`src/rtl/isa_bridge_pkg.sv`:
```
package isa_bridge_pkg;

  typedef enum logic [2:0] {
    WIN_CADDR   = 3'd0,
    WIN_RSV1    = 3'd1,
    WIN_CDATA   = 3'd2,
    WIN_RSV3    = 3'd3,
    WIN_MADDR_L = 3'd4,
    WIN_MADDR_H = 3'd5,
    WIN_MDATA_L = 3'd6,
    WIN_MDATA_H = 3'd7
  } win_e;

  typedef enum logic [1:0] {
    BM_IDLE = 2'd0,
    BM_REQ  = 2'd1,
    BM_RSP  = 2'd2
  } bm_state_e;

endpackage

```
`src/rtl/isa_strobe_sync.sv`:
```
module isa_strobe_sync #(
  parameter int N      = 3,
  parameter int STAGES = 2
) (
  input  logic         clk,
  input  logic         rst_n,
  input  logic [N-1:0] async_i,
  output logic [N-1:0] level_o,
  output logic [N-1:0] rise_o
);
  localparam int DEPTH = STAGES + 1;

  for (genvar i = 0; i < N; i++) begin : g_bit
    logic [DEPTH-1:0] sh_q;
    always_ff @(posedge clk or negedge rst_n) begin
      if (!rst_n) sh_q <= '1;
      else        sh_q <= {sh_q[DEPTH-2:0], async_i[i]};
    end
    assign level_o[i] = sh_q[STAGES-1];
    assign rise_o[i]  = sh_q[STAGES-1] & ~sh_q[STAGES];
  end
endmodule

```
`src/rtl/isa_bus_master.sv`:
```
module isa_bus_master
  import isa_bridge_pkg::*;
#(
  parameter int AW = 15,
  parameter int DW = 16
) (
  input  logic          clk,
  input  logic          rst_n,
  input  logic          start_i,
  input  logic          start_write_i,
  input  logic [AW-1:0] start_addr_i,
  input  logic [DW-1:0] start_wdata_i,
  output logic          busy_o,
  output logic          done_wr_o,
  output logic          done_rd_o,
  output logic [DW-1:0] rdata_o,
  output logic          req_valid,
  input  logic          req_ready,
  output logic          req_write,
  output logic [AW-1:0] req_addr,
  output logic [DW-1:0] req_wdata,
  input  logic          rsp_valid,
  output logic          rsp_ready,
  input  logic [DW-1:0] rsp_data
);
  bm_state_e state_q;
  logic          write_q;
  logic [AW-1:0] addr_q;
  logic [DW-1:0] wdata_q;

  always_ff @(posedge clk or negedge rst_n) begin
    if (!rst_n) begin
      state_q <= BM_IDLE;
      write_q <= 1'b0;
      addr_q  <= '0;
      wdata_q <= '0;
    end else begin
      case (state_q)
        BM_IDLE: if (start_i) begin
          state_q <= BM_REQ;
          write_q <= start_write_i;
          addr_q  <= start_addr_i;
          wdata_q <= start_wdata_i;
        end
        BM_REQ: if (req_ready) state_q <= write_q ? BM_IDLE : BM_RSP;
        BM_RSP: if (rsp_valid) state_q <= BM_IDLE;
        default: state_q <= BM_IDLE;
      endcase
    end
  end

  assign req_valid = (state_q == BM_REQ);
  assign req_write = write_q;
  assign req_addr  = addr_q;
  assign req_wdata = wdata_q;
  assign rsp_ready = (state_q == BM_RSP);
  assign busy_o    = (state_q != BM_IDLE);
  assign done_wr_o = req_valid & req_ready & write_q;
  assign done_rd_o = rsp_ready & rsp_valid;
  assign rdata_o   = rsp_data;
endmodule

```
`src/rtl/isa_window_bridge.sv`:
```
module isa_window_bridge
  import isa_bridge_pkg::*;
#(
  parameter int HOST_W      = 16,
  parameter int MEM_AW      = 24,
  parameter int MEM_DW      = 24,
  parameter int SYNC_STAGES = 2
) (
  input  logic              clk,
  input  logic              rst_n,
  input  logic              host_rd_n,
  input  logic              host_wr_n,
  input  logic              host_aen_n,
  input  logic [2:0]        host_addr,
  input  logic [HOST_W-1:0] host_wdata,
  output logic [HOST_W-1:0] host_rdata,
  output logic              host_busy,
  output logic              ctl_req_valid,
  input  logic              ctl_req_ready,
  output logic              ctl_req_write,
  output logic [HOST_W-2:0] ctl_req_addr,
  output logic [HOST_W-1:0] ctl_req_wdata,
  input  logic              ctl_rsp_valid,
  output logic              ctl_rsp_ready,
  input  logic [HOST_W-1:0] ctl_rsp_data,
  output logic              mem_req_valid,
  input  logic              mem_req_ready,
  output logic              mem_req_write,
  output logic [MEM_AW-2:0] mem_req_addr,
  output logic [MEM_DW-1:0] mem_req_wdata,
  input  logic              mem_rsp_valid,
  output logic              mem_rsp_ready,
  input  logic [MEM_DW-1:0] mem_rsp_data
);
  localparam int CTL_AW = HOST_W - 1;
  localparam int MF_W   = MEM_AW - 1;
  localparam int MA_HI  = MEM_AW - HOST_W;
  localparam int MD_HI  = MEM_DW - HOST_W;
  localparam logic [MF_W-1:0] FIELD_ONE = MF_W'(1);

  // Synchronised strobes: bit 0 read, bit 1 write, bit 2 enable
  logic [2:0] s_lvl, s_rise;
  isa_strobe_sync #(.N(3), .STAGES(SYNC_STAGES)) u_sync (
    .clk(clk), .rst_n(rst_n),
    .async_i({host_aen_n, host_wr_n, host_rd_n}),
    .level_o(s_lvl), .rise_o(s_rise)
  );

  logic [HOST_W-1:0] ctl_addr_q, ctl_data_q;
  logic [MEM_AW-1:0] mem_addr_q;
  logic [MEM_DW-1:0] mem_data_q;

  logic ctl_busy, mem_busy, busy;
  logic wr_ok, rd_ok;
  win_e win;
  logic ctl_dir_rd, mem_dir_rd;
  logic [MEM_AW-1:0] mem_addr_inc;

  assign busy       = ctl_busy | mem_busy;
  assign wr_ok      = s_rise[1] & ~s_lvl[2] & ~busy;
  assign rd_ok      = s_rise[0] & ~s_lvl[2] & ~busy;
  assign win        = win_e'(host_addr);
  assign ctl_dir_rd = ctl_addr_q[HOST_W-1];
  assign mem_dir_rd = mem_addr_q[MEM_AW-1];
  assign mem_addr_inc = {mem_addr_q[MEM_AW-1], mem_addr_q[MF_W-1:0] + FIELD_ONE};

  // Launch decisions
  logic              ctl_start, ctl_start_wr;
  logic [CTL_AW-1:0] ctl_start_addr;
  logic              mem_start, mem_start_wr;
  logic [MF_W-1:0]   mem_start_addr;
  logic [MEM_DW-1:0] mem_start_wdata;

  always_comb begin
    ctl_start      = 1'b0;
    ctl_start_wr   = 1'b0;
    ctl_start_addr = ctl_addr_q[CTL_AW-1:0];
    mem_start      = 1'b0;
    mem_start_wr   = 1'b0;
    mem_start_addr = mem_addr_q[MF_W-1:0];
    mem_start_wdata = {host_wdata[MD_HI-1:0], mem_data_q[HOST_W-1:0]};
    if (wr_ok) begin
      case (win)
        WIN_CADDR: if (host_wdata[HOST_W-1]) begin
          ctl_start      = 1'b1;
          ctl_start_addr = host_wdata[CTL_AW-1:0];
        end
        WIN_CDATA: if (!ctl_dir_rd) begin
          ctl_start    = 1'b1;
          ctl_start_wr = 1'b1;
        end
        WIN_MADDR_H: if (host_wdata[MA_HI-1]) begin
          mem_start      = 1'b1;
          mem_start_addr = {host_wdata[MA_HI-2:0], mem_addr_q[HOST_W-1:0]};
        end
        WIN_MDATA_H: if (!mem_dir_rd) begin
          mem_start    = 1'b1;
          mem_start_wr = 1'b1;
        end
        default: ;
      endcase
    end else if (rd_ok && win == WIN_MDATA_H && mem_dir_rd) begin
      mem_start      = 1'b1;
      mem_start_addr = mem_addr_inc[MF_W-1:0];
    end
  end

  logic              ctl_done_wr, ctl_done_rd, mem_done_wr, mem_done_rd;
  logic [HOST_W-1:0] ctl_rdata;
  logic [MEM_DW-1:0] mem_rdata;

  isa_bus_master #(.AW(CTL_AW), .DW(HOST_W)) u_ctl (
    .clk(clk), .rst_n(rst_n),
    .start_i(ctl_start), .start_write_i(ctl_start_wr),
    .start_addr_i(ctl_start_addr), .start_wdata_i(host_wdata),
    .busy_o(ctl_busy), .done_wr_o(ctl_done_wr), .done_rd_o(ctl_done_rd),
    .rdata_o(ctl_rdata),
    .req_valid(ctl_req_valid), .req_ready(ctl_req_ready),
    .req_write(ctl_req_write), .req_addr(ctl_req_addr),
    .req_wdata(ctl_req_wdata), .rsp_valid(ctl_rsp_valid),
    .rsp_ready(ctl_rsp_ready), .rsp_data(ctl_rsp_data)
  );

  isa_bus_master #(.AW(MF_W), .DW(MEM_DW)) u_mem (
    .clk(clk), .rst_n(rst_n),
    .start_i(mem_start), .start_write_i(mem_start_wr),
    .start_addr_i(mem_start_addr), .start_wdata_i(mem_start_wdata),
    .busy_o(mem_busy), .done_wr_o(mem_done_wr), .done_rd_o(mem_done_rd),
    .rdata_o(mem_rdata),
    .req_valid(mem_req_valid), .req_ready(mem_req_ready),
    .req_write(mem_req_write), .req_addr(mem_req_addr),
    .req_wdata(mem_req_wdata), .rsp_valid(mem_rsp_valid),
    .rsp_ready(mem_rsp_ready), .rsp_data(mem_rsp_data)
  );

  // Window registers
  always_ff @(posedge clk or negedge rst_n) begin
    if (!rst_n) begin
      ctl_addr_q <= '0;
      ctl_data_q <= '0;
      mem_addr_q <= '0;
      mem_data_q <= '0;
    end else begin
      if (wr_ok) begin
        case (win)
          WIN_CADDR:   ctl_addr_q <= host_wdata;
          WIN_CDATA:   if (!ctl_dir_rd) ctl_data_q <= host_wdata;
          WIN_MADDR_L: mem_addr_q[HOST_W-1:0] <= host_wdata;
          WIN_MADDR_H: mem_addr_q[MEM_AW-1:HOST_W] <= host_wdata[MA_HI-1:0];
          WIN_MDATA_L: if (!mem_dir_rd) mem_data_q[HOST_W-1:0] <= host_wdata;
          WIN_MDATA_H: if (!mem_dir_rd) mem_data_q[MEM_DW-1:HOST_W] <= host_wdata[MD_HI-1:0];
          default: ;
        endcase
      end
      if (rd_ok && win == WIN_MDATA_H && mem_dir_rd) mem_addr_q <= mem_addr_inc;
      if (mem_done_wr) mem_addr_q <= mem_addr_inc;
      if (ctl_done_rd) ctl_data_q <= ctl_rdata;
      if (mem_done_rd) mem_data_q <= mem_rdata;
    end
  end

  // Host read path
  always_comb begin
    case (win)
      WIN_CADDR:   host_rdata = ctl_addr_q;
      WIN_CDATA:   host_rdata = ctl_data_q;
      WIN_MADDR_L: host_rdata = mem_addr_q[HOST_W-1:0];
      WIN_MADDR_H: host_rdata = {{(HOST_W-MA_HI){1'b0}}, mem_addr_q[MEM_AW-1:HOST_W]};
      WIN_MDATA_L: host_rdata = mem_data_q[HOST_W-1:0];
      WIN_MDATA_H: host_rdata = {{(HOST_W-MD_HI){1'b0}}, mem_data_q[MEM_DW-1:HOST_W]};
      default:     host_rdata = '0;
    endcase
  end

  assign host_busy = busy;
endmodule

```
`config.mk`:
```
export PLATFORM = sky130hd
export DESIGN_NAME = isa_window_bridge
export DESIGN_NICKNAME = d
export VERILOG_FILES = /design/src/rtl/isa_bridge_pkg.sv /design/src/rtl/isa_strobe_sync.sv /design/src/rtl/isa_bus_master.sv /design/src/rtl/isa_window_bridge.sv
export SDC_FILE = /design/constraint.sdc
export NUM_CORES = 1
export LEC_CHECK = 0
export CAP_MARGIN = 20
export CORE_UTILIZATION = 38
export CTS_CLUSTER_SIZE = 8
export DETAILED_ROUTE_END_ITERATION = 7
export DONT_BUFFER_PORTS = 1
export SYNTH_ARGS = -nofsm -noshare
export SYNTH_HDL_FRONTEND = slang
export SYNTH_SLANG_ARGS = --single-unit
```
`constraint.sdc`:
```
create_clock -name clk -period 6 [get_ports clk]
set_input_delay 0.9 -clock clk [delete_from_list [all_inputs] [get_ports clk]]
set_output_delay 0.9 -clock clk [all_outputs]
set_load 0.01 [all_outputs]
```
==> impl_results.md, run 1 <==
* Row Count at 54
* Port buffer count at 0
* RSZ-0062 raised after global routing: no
* Post-Route Utilization at between 40 and 50%
* Initial core utilization at 39.3%
* First-pass GRT wire length at 40600 um
* Post-cts resize count at 0
* Sequential area share after synthesis at 49.6%
* TNS Setup at 0 ps
* Synth Area in Simple Gates at 16.7%
* CORE AREA at 0.0221 mm^2
* Combinational cell fraction of total power at between 15 and 20%
* Syn nets at between 900 and 1000
* Total CTS buffers at 17
* Reg power frac at 52.2%
* Dpl cell area at 0.00882 mm^2
* CP Class: register to register
* CP Launch Type: register
* Clock power share at 29.3%
* Starting DRT DRC Count at 535
* Slew HR at 30.2%
* Num Clock Sinks at 172
* Clock transition at path regs at 70 ps
* Post-route clock period utilization at between 50 and 60%
* Asr flop ratio synth at 100%
* Synth Area in Adders at 0.144%
* Largest family of logic cells by synthesized area: simple AND/OR/NAND/NOR gates
* Clk Latency, worst-skew pair at 440 ps
* Power Total at 0.00364 W
* Gr ovfl total at 0
* Net Sw Frac at 33.9%
* Max cap viols at 0
* Prevailing post-synth register cell: dfrtp_1
* Post-synth cell types at 60
* Int Power at 0.00240 W
* Worst-path fanout max at 17
* Initial DRT Pass Iterations at 8
* Status: complete, no violations
* Via density at 5.79
* CP endpoint kind: register
* Post-Synthesis Cells at 902
* HPWL after DPL at around 18000 um
* Fraction of layout cells with a size suffix above 1 at between 10% and 20%
* Ant diodes at 0
* IO Count at 169
* Clock buffer depth at 2
* R2R depth at 5
* Fin nets at 934
* P_sw at between 0.001 and 0.0015 W
* F_max at 331 MHz
* Largest net degree at the start of global routing at about 170
* Antenna-violating nets left at 0
* Synth Area in Compound Gates at between 10 and 15%
* Fin. Hold Viols at 0
* # hold bufs at CTS at 0
* Post-route DRC at 0
* Worst Skew at 12.7 ps
* Die X at around 150 um
* Static Leak at 4.14 nW
* Post-Synth XOR/XNOR Area at 2.12%
* Critical Path RT at approximately 6300 ps
* Avg Cell Area, Syn at 9.64 um^2
* Total track usage at a little under a quarter
* Crit path arrival time at around 3300 ps
* Post-synthesis mux area share at about an eighth
* Filler instances at 2112
* Peak supply drop at around 0.00017 V
* Clock root cell: clkbuf_16
* Finish-stage setup viols at 0
* Wirelength, routed at 26200 um
* Vias in the first global route at 6456
* Vias at 6707
* Pwr dens at 387 mW/mm^2
* Mapped cell area at 0.00869 mm^2
* Yosys warns at 0
* Post-CTS setup buffer count at 0
* Gp weighted congestion at between 0.9 and 1
* H-tree depth at 4
* Post-synth EDFFs at 0
* P&R area growth vs syn at 8.07%
* Antenna violations before repair at 0
* Avg WL per Cell at 22.6 um
* Worst-Margin Slew at 1050 ps
* Finished Cell Area at 0.00940 mm^2
* TritonCTS clock tree: built
* HP Class: input pin to async pin
* Die area at 0.0235 mm^2
* Max Slew Vio Count at 0
* Yosys reg bits at 172
* Die Y at 153 um
* Crit path time final at 3030 ps
flip-flops by register name, indices dropped and copies added, names as in the netlist:
name and cells:
u_mem.state_q 2, ctl_addr_q 16, u_mem.req_wdata 24, mem_data_q 24
mem_addr_q 24, u_ctl.state_q 2, ctl_data_q 16, u_ctl.req_wdata 16
u_mem.req_write 1, u_sync.g_bit.sh_q 8, u_mem.req_addr 23, u_ctl.req_addr 15
u_ctl.req_write 1
cells in the mapped netlist, types with 6 or more instances:
cell type    n  area (um^2)
a211oi_1     9         67.6
a21oi_1     58          290
a22oi_1     17          128
and3_1      12         75.1
clkbuf_1    46          173
dfrtp_1    164         4100
dfstp_2      8          210
inv_1       27          101
mux2_2      33          372
mux2i_1     59          591
mux4_2       7          158
nand2_1    167          627
nand3_1     15         75.1
nand4_1     13         81.3
nor2_1      58          218
nor2b_1     12         75.1
nor3_1      12         60.1
o21ai_0     61          305
o22ai_1     11         68.8
o31a_1       6         52.6
xnor2_1     17          149
power groups by stage:
stage	combinational (W)	sequential [W]	clock, W
CTS	0.000676	0.00190	0.00109
floorplan	0.000579	0.00177	0
global placement	0.000656	0.00191	0
global route	0.000765	0.00195	0.00114
finish	0.000674	0.00190	0.00107
detailed placement	0.000669	0.00191	0
placed cells by master, fill, tap and decap left out, types with 3 or more instances in the layout:
| master | instances |
|---|---|
| nand2_1 | 167 |
| dfrtp_1 | 164 |
| o21ai_0 | 60 |
| mux2i_1 | 59 |
| nor2_1 | 58 |
| a21oi_1 | 58 |
| mux2_2 | 33 |
| inv_1 | 27 |
| a22oi_1 | 17 |
| xnor2_1 | 17 |
| clkbuf_16 | 17 |
| nand3_1 | 14 |
| nand4_1 | 13 |
| nor2b_1 | 12 |
| and3_1 | 12 |
| nor3_1 | 12 |
| o22ai_1 | 11 |
| a211oi_1 | 9 |
| dfstp_2 | 8 |
| mux4_2 | 7 |
| buf_4 | 7 |
| o31a_1 | 6 |
| and2_1 | 5 |
| nor4_1 | 5 |
| a2bb2oi_1 | 5 |
| o221ai_1 | 5 |
| nand2b_1 | 4 |
| a21o_1 | 4 |
| xor2_1 | 4 |
| clkbuf_1 | 4 |
| a31oi_1 | 3 |
| or4_4 | 3 |
| clkinvlp_4 | 3 |
final timing paths:
kind | startpoint | to | slack, ps
min reg2reg | u_sync.g_bit[0].sh_q[0] | u_sync.g_bit[0].sh_q[1] | 360
max in group asynchronous | rst_n | u_sync.g_bit[0].sh_q[2] | 5530
min | rst_n | u_mem.req_wdata[10] | 150
max | u_mem.state_q[0] | ctl_data_q[15] | 2970
min in group clk | u_sync.g_bit[0].sh_q[0] | u_sync.g_bit[0].sh_q[1] | 360
max reg2reg | u_mem.state_q[0] | ctl_data_q[15] | 2970
cell type report:
type | count | area, um^2 | area share [%]
clock buffer | 23 | 468 | 4.98
clock inverter | 9 | 88.8 | 0.946
inverter | 27 | 101 | 1.08
multi-input combinational | 639 | 4000 | 42.6
sequential | 172 | 4310 | 45.9
tap | 280 | 350 | 3.73
timing repair buffer | 8 | 72.6 | 0.772
per-stage QoR:
step / std cells / hold slack, ps / setup WS, ps
6_report: 1158 / 153 / 2970
5_1_grt: 1158 / 131 / 2880
4_1_cts: 1157 / 141 / 2560
3_5_place_dp: 1125 / 348 / 2570
3_3_place_gp: 1125 / 347 / 2670
2_1_floorplan: 902 / 345 / 2580
routing by layer:
layer,vias up,track usage [%],share of wire (%)
met4,0,7.70,2.2
met1,3330,31.4,45
li1,3084,-,-
met2,250,34.9,46
met5,-,0,0
met3,43,5.56,6.9
critical path, stage by stage (launching register included):
cell and delay, ps:
dfrtp_1 390, or4_4 660, nor4_1 720, and3_1 760
mux2i_1 250, o21ai_0 80
cell families after synthesis:
logic type      count (synthesis)
compound gates                199
xor+xnor                       21
fa+ha+maj                       1
buf+inv                        91
flops                         172
mux                            99
simple gates                  319
No activity file was read; power rests on OpenSTA's default activity.
==> run 2, diff against run 1 <==
--- a/config.mk
+++ b/config.mk
@@ -5,6 +5,7 @@
 export SDC_FILE = /design/constraint.sdc
 export NUM_CORES = 1
 export LEC_CHECK = 0
+export ABC_AREA = 1
 export CAP_MARGIN = 20
 export CORE_UTILIZATION = 38
 export CTS_CLUSTER_SIZE = 8
==> constraint.sdc (replaced) <==
create_clock -name clk -period 2.75 [get_ports clk]
set_input_delay 0.4125 -clock clk [delete_from_list [all_inputs] [get_ports clk]]
set_output_delay 0.4125 -clock clk [all_outputs]
set_load 0.01 [all_outputs]
==> run 2 against run 1 <==
Against the previous run: the flow now finishes with violations (DRC, hold timing); core utilization up 0.70 points; register-to-register slack worse by 2600 ps; die area down 1.6%; clock power up 140%; critical path type unchanged; first-iteration DRC count up 27%; combinational power rose to 2.9 times the previous value; setup slack worse by 2600 ps.
==> impl_results.md, run 2 <==
* Num Clock Sinks at 172 (unchanged)
* Ant diodes at 0 (unchanged)
* HP Class: input pin to async pin
* CP Class: register to register
* R2R depth at 9 (+4)
* Count leader, synth: nand2_1
* Dpl cell area at 0.00883 mm^2 (+0.18%)
* Crit path cell chain: nor2_2, nand2_2, nor2_4, buf_4, nand3_1, nand3_4, buf_12, nor2_1, a21oi_1
* Starting DRT DRC Count at 682 (+27%)
* M3 GR Usage at 8.33% (+2.8 points)
* TNS Setup at 0 ps (unchanged)
* Initial DRT Pass Iterations at 8 (unchanged)
* Post-synth cell types at 38 (-37%)
* Finished Cell Area at 0.00949 mm^2 (+1.0%)
* Row Count at 54 (unchanged)
* Total track usage at 25.0% (+2.2 points)
* Worst hold margin at -317 ps (-469 ps)
* Crit path to: u_mem.req_addr[2]
* Syn nets at 1140 (+17%)
* GR Layer Usage met2 at 36.5% (+1.7 points)
* First-pass GRT wire length at 43400 um (+7.1%)
* Largest net degree at the start of global routing at 173 (unchanged)
* TritonCTS clock tree: built
* Vias at 7486 (+12%)
* P&R area growth vs syn at 10.9%
* Crit path arrival time at 2690 ps (-610 ps)
* Die area at 0.0231 mm^2 (-1.6%)
* IO Count at 169 (unchanged)
* Gp weighted congestion at 0.919 (+1.5%)
* Mapped cell area at 0.00856 mm^2 (-1.6%)
* Worst-Margin Slew at 665 ps (-383 ps)
* Worst path max stage delay at 420 ps (-340 ps)
* Clock buffer depth at 2 (unchanged)
* CP Launch Type: register
* Avg Cell Area, Syn at 7.99 um^2 (-17%)
* Max cap viols at 0 (unchanged)
* Met1 GRT Util at 34.7% (+3.3 points)
* Gr ovfl total at 0 (unchanged)
* Commonest non-fill, non-tap cell in the layout: nand2_1
* Clk Latency, worst-skew pair at 450 ps (about the same)
* Status: complete, but fails checks
* Finish-stage setup viols at 0 (unchanged)
* Flop2flop setup slack at 420 ps (-2550 ps)
* Clock root cell: clkbuf_16
* Post-route DRC at 28 (+28)
* Stages on the worst setup path at 9 (+4)
* Worst Setup SP: u_ctl.state_q[0]
* Die X at 152 um (-0.78%)
* Max Slew Vio Count at 0 (unchanged)
* Largest area contributor in the netlist: dfrtp_1
* Post-cts resize count at 0 (unchanged)
* HPWL after DPL at 20900 um (+16%)
* Post-Synthesis Cells at 1071 (+19%)
* Via density at 5.53 (-4.5%)
* Slowest stage cell, crit path: dfrtp_1
* Slew HR at 55.6% (+25 points)
* Clock transition at path regs at 70 ps (about the same)
* Fraction of layout cells with a size suffix above 1 at 7.18% (-4.4 points)
* Prevailing post-synth register cell: dfrtp_1
* Total CTS buffers at 17 (unchanged)
* Post-synth top cells: nand2_1, dfrtp_1, o21ai_0
* Pwr dens at 922 mW/mm^2 (+140%)
* Post-CTS setup buffer count at 0 (unchanged)
* Avg WL per Cell at 20.9 um (-7.7%)
* CP endpoint kind: register
* Worst Path Buf+Inv at 2 (+2)
* Crit path time final at 2330 ps (-695 ps)
* CORE AREA at 0.0220 mm^2 (-0.61%)
* Critical Path RT at 3110 ps (-3170 ps)
* Post-synth EDFFs at 0 (unchanged)
* Vias in the first global route at 6930 (+7.3%)
* Worst flop-to-flop path endpoint: u_mem.req_addr[2]
* Sequential area share after synthesis at 50.4% (+0.80 points)
* Port buffer count at 0 (unchanged)
* Antenna violations before repair at 0 (unchanged)
* Largest delay contributor family on the critical path: simple AND/OR/NAND/NOR gates
* Synth top area share at 48.0% (+0.76 points)
* Worst Skew at 11.3 ps (-1.41 ps)
* Fin. Hold Viols at 164 (+164)
* Fin nets at 1130 (+21%)
* Peak supply drop at 0.000467 V (+180%)
* Yosys reg bits at 172 (unchanged)
* Static Leak at 4.35 nW (+5.1%)
* F_max at 429 MHz (+30%)
* Failing checks: DRC, hold timing
* Reg2reg start: u_ctl.state_q[0]
* H-tree depth at 4 (unchanged)
* Yosys warns at 0 (unchanged)
* Top post-synthesis cells by area: dfrtp_1, nand2_1, o21ai_0
* Worst-path fanout max at 38 (+21)
* Post-route clock period utilization at 84.7% (+34 points)
* Wirelength, routed at 28300 um (+7.8%)
* RSZ-0062 raised after global routing: no
* # hold bufs at CTS at 3 (+3)
* Asr flop ratio synth at 100% (unchanged)
* Busiest grt layer: met2
* Initial core utilization at 39.0% (-0.38 points)
* Die Y at 152 um (-0.78%)
* Antenna-violating nets left at 0 (unchanged)
* Commonest cells after routing, fill and taps aside: nand2_1, dfrtp_1, inv_1, o21ai_0, nor2_1
## run 2: cell types whose count changed in the layout (fill, tap and decap cells not counted), sizes merged, moves of 37 or more
cell   before  now
nand2     167  278
inv        28  108
nand3      16   78
mux2i      59    0
o21ai      63  111
nor2       58   95
## run 2: area by class of cell
cell class                 instances  area (um^2)
timing repair buffer              24          200
tap                              280          350
sequential                       172         4310
fill                            2181        12500
clock inverter                    14          201
inverter                         103          387
clock buffer                      17          425
multi-input combinational        743         3610
## run 2: logic make-up after synthesis
kind of cell | after synthesis | share of synthesized area [%]
fa+ha+maj | 1 | 0.146
compound gates | 267 | 18.3
simple gates | 465 | 22.7
buf+inv | 156 | 7.37
xor+xnor | 10 | 1.02
flops | 172 | 50.4
## run 2: power breakdown
part / total, W / internal [W] / switching, W / leakage [nW]
logic: 0.00195 / 0.000703 / 0.00125 / 1.95
clock network: 0.00257 / 0.00139 / 0.00118 / 0.301
registers: 0.00423 / 0.00336 / 0.000870 / 2.10
## run 2: worst min-delay path by stage
stage,end,slack (ps),depth (start not counted)
2_1_floorplan,ctl_addr_q[0],120,0
3_3_place_gp,u_mem.req_addr[20],130,0
3_5_place_dp,u_mem.req_addr[20],130,0
4_1_cts,u_ctl.req_wdata[12],-340,0
5_1_grt,mem_addr_q[20],-340,0
6_report,mem_addr_q[20],-320,0
## run 2: metrics by stage
| step | setup WS, ps | util [%] | total power [W] | cells |
|---|---|---|---|---|
| final | 420 | 43.2 | 0.00875 | 1353 |
| after CTS | 462 | 43.2 | 0.00879 | 1353 |
| after floorplan | 859 | - | 0.00548 | 1071 |
| after global placement | 536 | 40.2 | 0.00617 | 1319 |
| after detailed placement | 489 | 40.2 | 0.00620 | 1319 |
| after global routing | 213 | 43.2 | 0.00927 | 1353 |
## run 2: layer usage
metal  vias up  routed length [um]
met4         0                 692
met3        45                2870
met5         -                   0
li1       3547                   -
met1      3561               12500
met2       333               12200
==> run 3, diff against run 2 <==
--- a/config.mk
+++ b/config.mk
@@ -5,7 +5,7 @@
 export SDC_FILE = /design/constraint.sdc
 export NUM_CORES = 1
 export LEC_CHECK = 0
-export ABC_AREA = 1
+export ABC_AREA = 0
 export CAP_MARGIN = 20
 export CORE_UTILIZATION = 38
 export CTS_CLUSTER_SIZE = 8
==> constraint.sdc (replaced) <==
create_clock -name clk -period 1.9 [get_ports clk]
set_input_delay 0.285 -clock clk [delete_from_list [all_inputs] [get_ports clk]]
set_output_delay 0.285 -clock clk [all_outputs]
set_load 0.01 [all_outputs]
==> run 3 against run 2 <==
Against the previous run: the run ends with hold timing, setup timing left; largest power group unchanged; clock power up 40%; register-to-register slack worse by 820 ps; sequential power up 41%; combinational power up 72%; count of clock-buffer cells in the layout rose by 4; clock skew is 0.76 ps higher; sequential cell count stayed put; wire length up 15%; core utilization grew 13 points; fmax rose by 1.2%.
==> impl_results.md, run 3 (synthesis gave the netlist of run 1 again) <==
* Flop2flop setup slack at -400 ps (-820 ps)
* CP Class: register to register
* Initial DRT Pass Iterations at 5 (-3)
* IO Count at 169 (unchanged)
* CP endpoint kind: register
* Worst flop-to-flop path endpoint: u_mem.req_addr[7]
* Total track usage at 27.2% (+2.2 points)
* Status: complete, but fails checks
* Max cap viols at 0 (unchanged)
* CORE AREA at 0.0221 mm^2 (+0.62%)
* First-pass GRT wire length at 48100 um (+11%)
* Antenna violations before repair at 1 (+1)
* Peak supply drop at 0.000576 V (+23%)
* Gr ovfl total at 0 (unchanged)
* Post-Route Utilization at 56.2% (+13 points)
* Num Clock Sinks at 172 (unchanged)
* Largest net degree at the start of global routing at 173 (unchanged)
* Worst hold margin at -458 ps (-142 ps)
* Worst Skew at 12.0 ps (+0.762 ps)
* Filler instances at 1859 (-15%)
* Finish-stage setup viols at 163 (+163)
* TritonCTS clock tree: built
* Worst Setup SP: u_mem.state_q[0]
* P&R area growth vs syn at 42.8%
* Starting DRT DRC Count at 819 (+20%)
* Clock buffer depth at 2 (unchanged)
* Worst-path fanout max at 4 (-89%)
* Port buffer count at 0 (unchanged)
* Row Count at 54 (unchanged)
* Crit path time final at 2300 ps (-28.4 ps)
* Placed Cells at 1207 (-8.5%)
* Initial core utilization at 39.3% (+0.38 points)
* Vias in the first global route at 7618 (+9.9%)
* Die area at 0.0235 mm^2 (+1.6%)
* Clock root cell: clkbuf_16
* Crit path arrival time at 2660 ps (-30 ps)
* Worst-Margin Slew at 566 ps (-99.1 ps)
* R2R depth at 5 (-4)
* M1 wire length at 13300 um (+6.5%)
* Vias at 7835 (+4.7%)
* Die Y at 153 um (+0.79%)
* Reg2reg start: u_mem.state_q[0]
* Via density at 5.94 (+7.4%)
* Gp weighted congestion at 0.915 (-0.52%)
* Top routing layer used: met4
* Fraction of layout cells with a size suffix above 1 at 37.9% (+31 points)
* Total CTS buffers at 17 (unchanged)
* Pwr dens at 1040 mW/mm^2 (+13%)
* Metal2 WL at 15500 um (+27%)
* Failing checks: hold timing, setup timing
* Layout Cells excl Fill at 1318 (-2.6%)
* F_max at 434 MHz (+1.2%)
* Die X at 153 um (+0.79%)
* Post-route clock period utilization at 121% (+36 points)
* RSZ-0062 raised after global routing: yes
* Avg WL per Cell at 24.8 um (+19%)
* Static Leak at 5.45 nW (+25%)
* CP Launch Type: register
* Post-route DRC at 0 (-100%)
* Antenna-violating nets left at 0 (unchanged)
* Commonest non-fill, non-tap cell in the layout: dfrtp_1
* Critical Path RT at 2260 ps (-850 ps)
* HP Class: input pin to async pin
* Fin nets at 1093 (-3.3%)
* Max Slew Vio Count at 0 (unchanged)
* Fin. Hold Viols at 172 (+4.9%)
* Clk Latency, worst-skew pair at 430 ps (-20 ps)
* H-tree depth at 4 (unchanged)
* Slew HR at 62.0% (+6.4 points)
* Place WS at -473 ps (-962 ps)
* Met3 WL post-DR at 2800 um (-2.4%)
* Clock transition at path regs at 70 ps (about the same)
* Final setup margin at -402 ps (-822 ps)
* Commonest cells after routing, fill and taps aside: dfrtp_1, nand2_1, buf_4
* Wirelength, routed at 32600 um (+15%)
* HPWL after DPL at 19300 um (-7.6%)
run 3: cell types whose count changed in the layout (fill, tap and decap cells not counted), sizes merged, moves of 35 or more:
cell         delta
nand2         -111
buf           +100
inv            -78
nand3          -62
mux2i          +59
o21ai          -48
nor2           -37
dlygate4sd3    +35
run 3: through the flow:
| step | power [W] | area (um^2) | setup TNS (ps) |
|---|---|---|---|
| floorplan | 0.00742 | 8750 | -38870 |
| global placement | 0.00840 | 9590 | -48480 |
| detailed placement | 0.00845 | 9590 | -55300 |
| CTS | 0.0123 | 11300 | -45990 |
| global route | 0.0135 | 12400 | -52540 |
| finish | 0.0129 | 12400 | -44220 |
run 3: power breakdown:
group | switching (W) | total [W] | internal, W
registers | 0.00123 | 0.00595 | 0.00472
logic | 0.00170 | 0.00336 | 0.00166
clock network | 0.00156 | 0.00359 | 0.00203
run 3: final cells by class:
cell class	count	area [um^2]	share of cell area (%)
Tap cell	280	350	2.82
Sequential cell	172	4320	34.8
Timing Repair Buffer	167	1980	15.9
Clock buffer	21	460	3.71
Multi-Input combinational cell	639	5070	40.9
Inverter	27	101	0.816
Antenna cell	1	2.50	0.0202
Clock inverter	11	135	1.09
run 3: worst max path at each step:
stage                               end  slack (ps)  depth (start not counted)
floorplan             u_mem.req_addr[7]        -550                          7
finish                u_mem.req_addr[7]        -400                          5
global placement          ctl_data_q[8]        -430                          8
detailed placement  u_ctl.req_wdata[11]        -470                          7
CTS                   u_mem.req_addr[7]        -370                          5
global route          u_mem.req_addr[7]        -430                          5
run 3: routing by layer:
layer | GRT usage (%) | vias up
li1 | - | 3419
met1 | 37.1 | 3956
met2 | 42.5 | 387
met3 | 6.24 | 73
met4 | 9.04 | 0
met5 | 0 | -
run 3: worst max-delay path: stages, from the launching register on:
cell and delay [ps]:
dfrtp_1 380, or4_4 590, or4_4 530, or4_4 450, xor2_2 170, a21oi_2 110
run 3: repair_timing:
action | in CTS | in global routing
setup buffers | 15 | 17
setup endpoints to repair | 172 | 176
cloned | 9 | 8
resized for setup | 138 | 205
hold endpoints to repair | 227 | 174
hold buffers | 36 | 2
pin swaps | 24 | 95
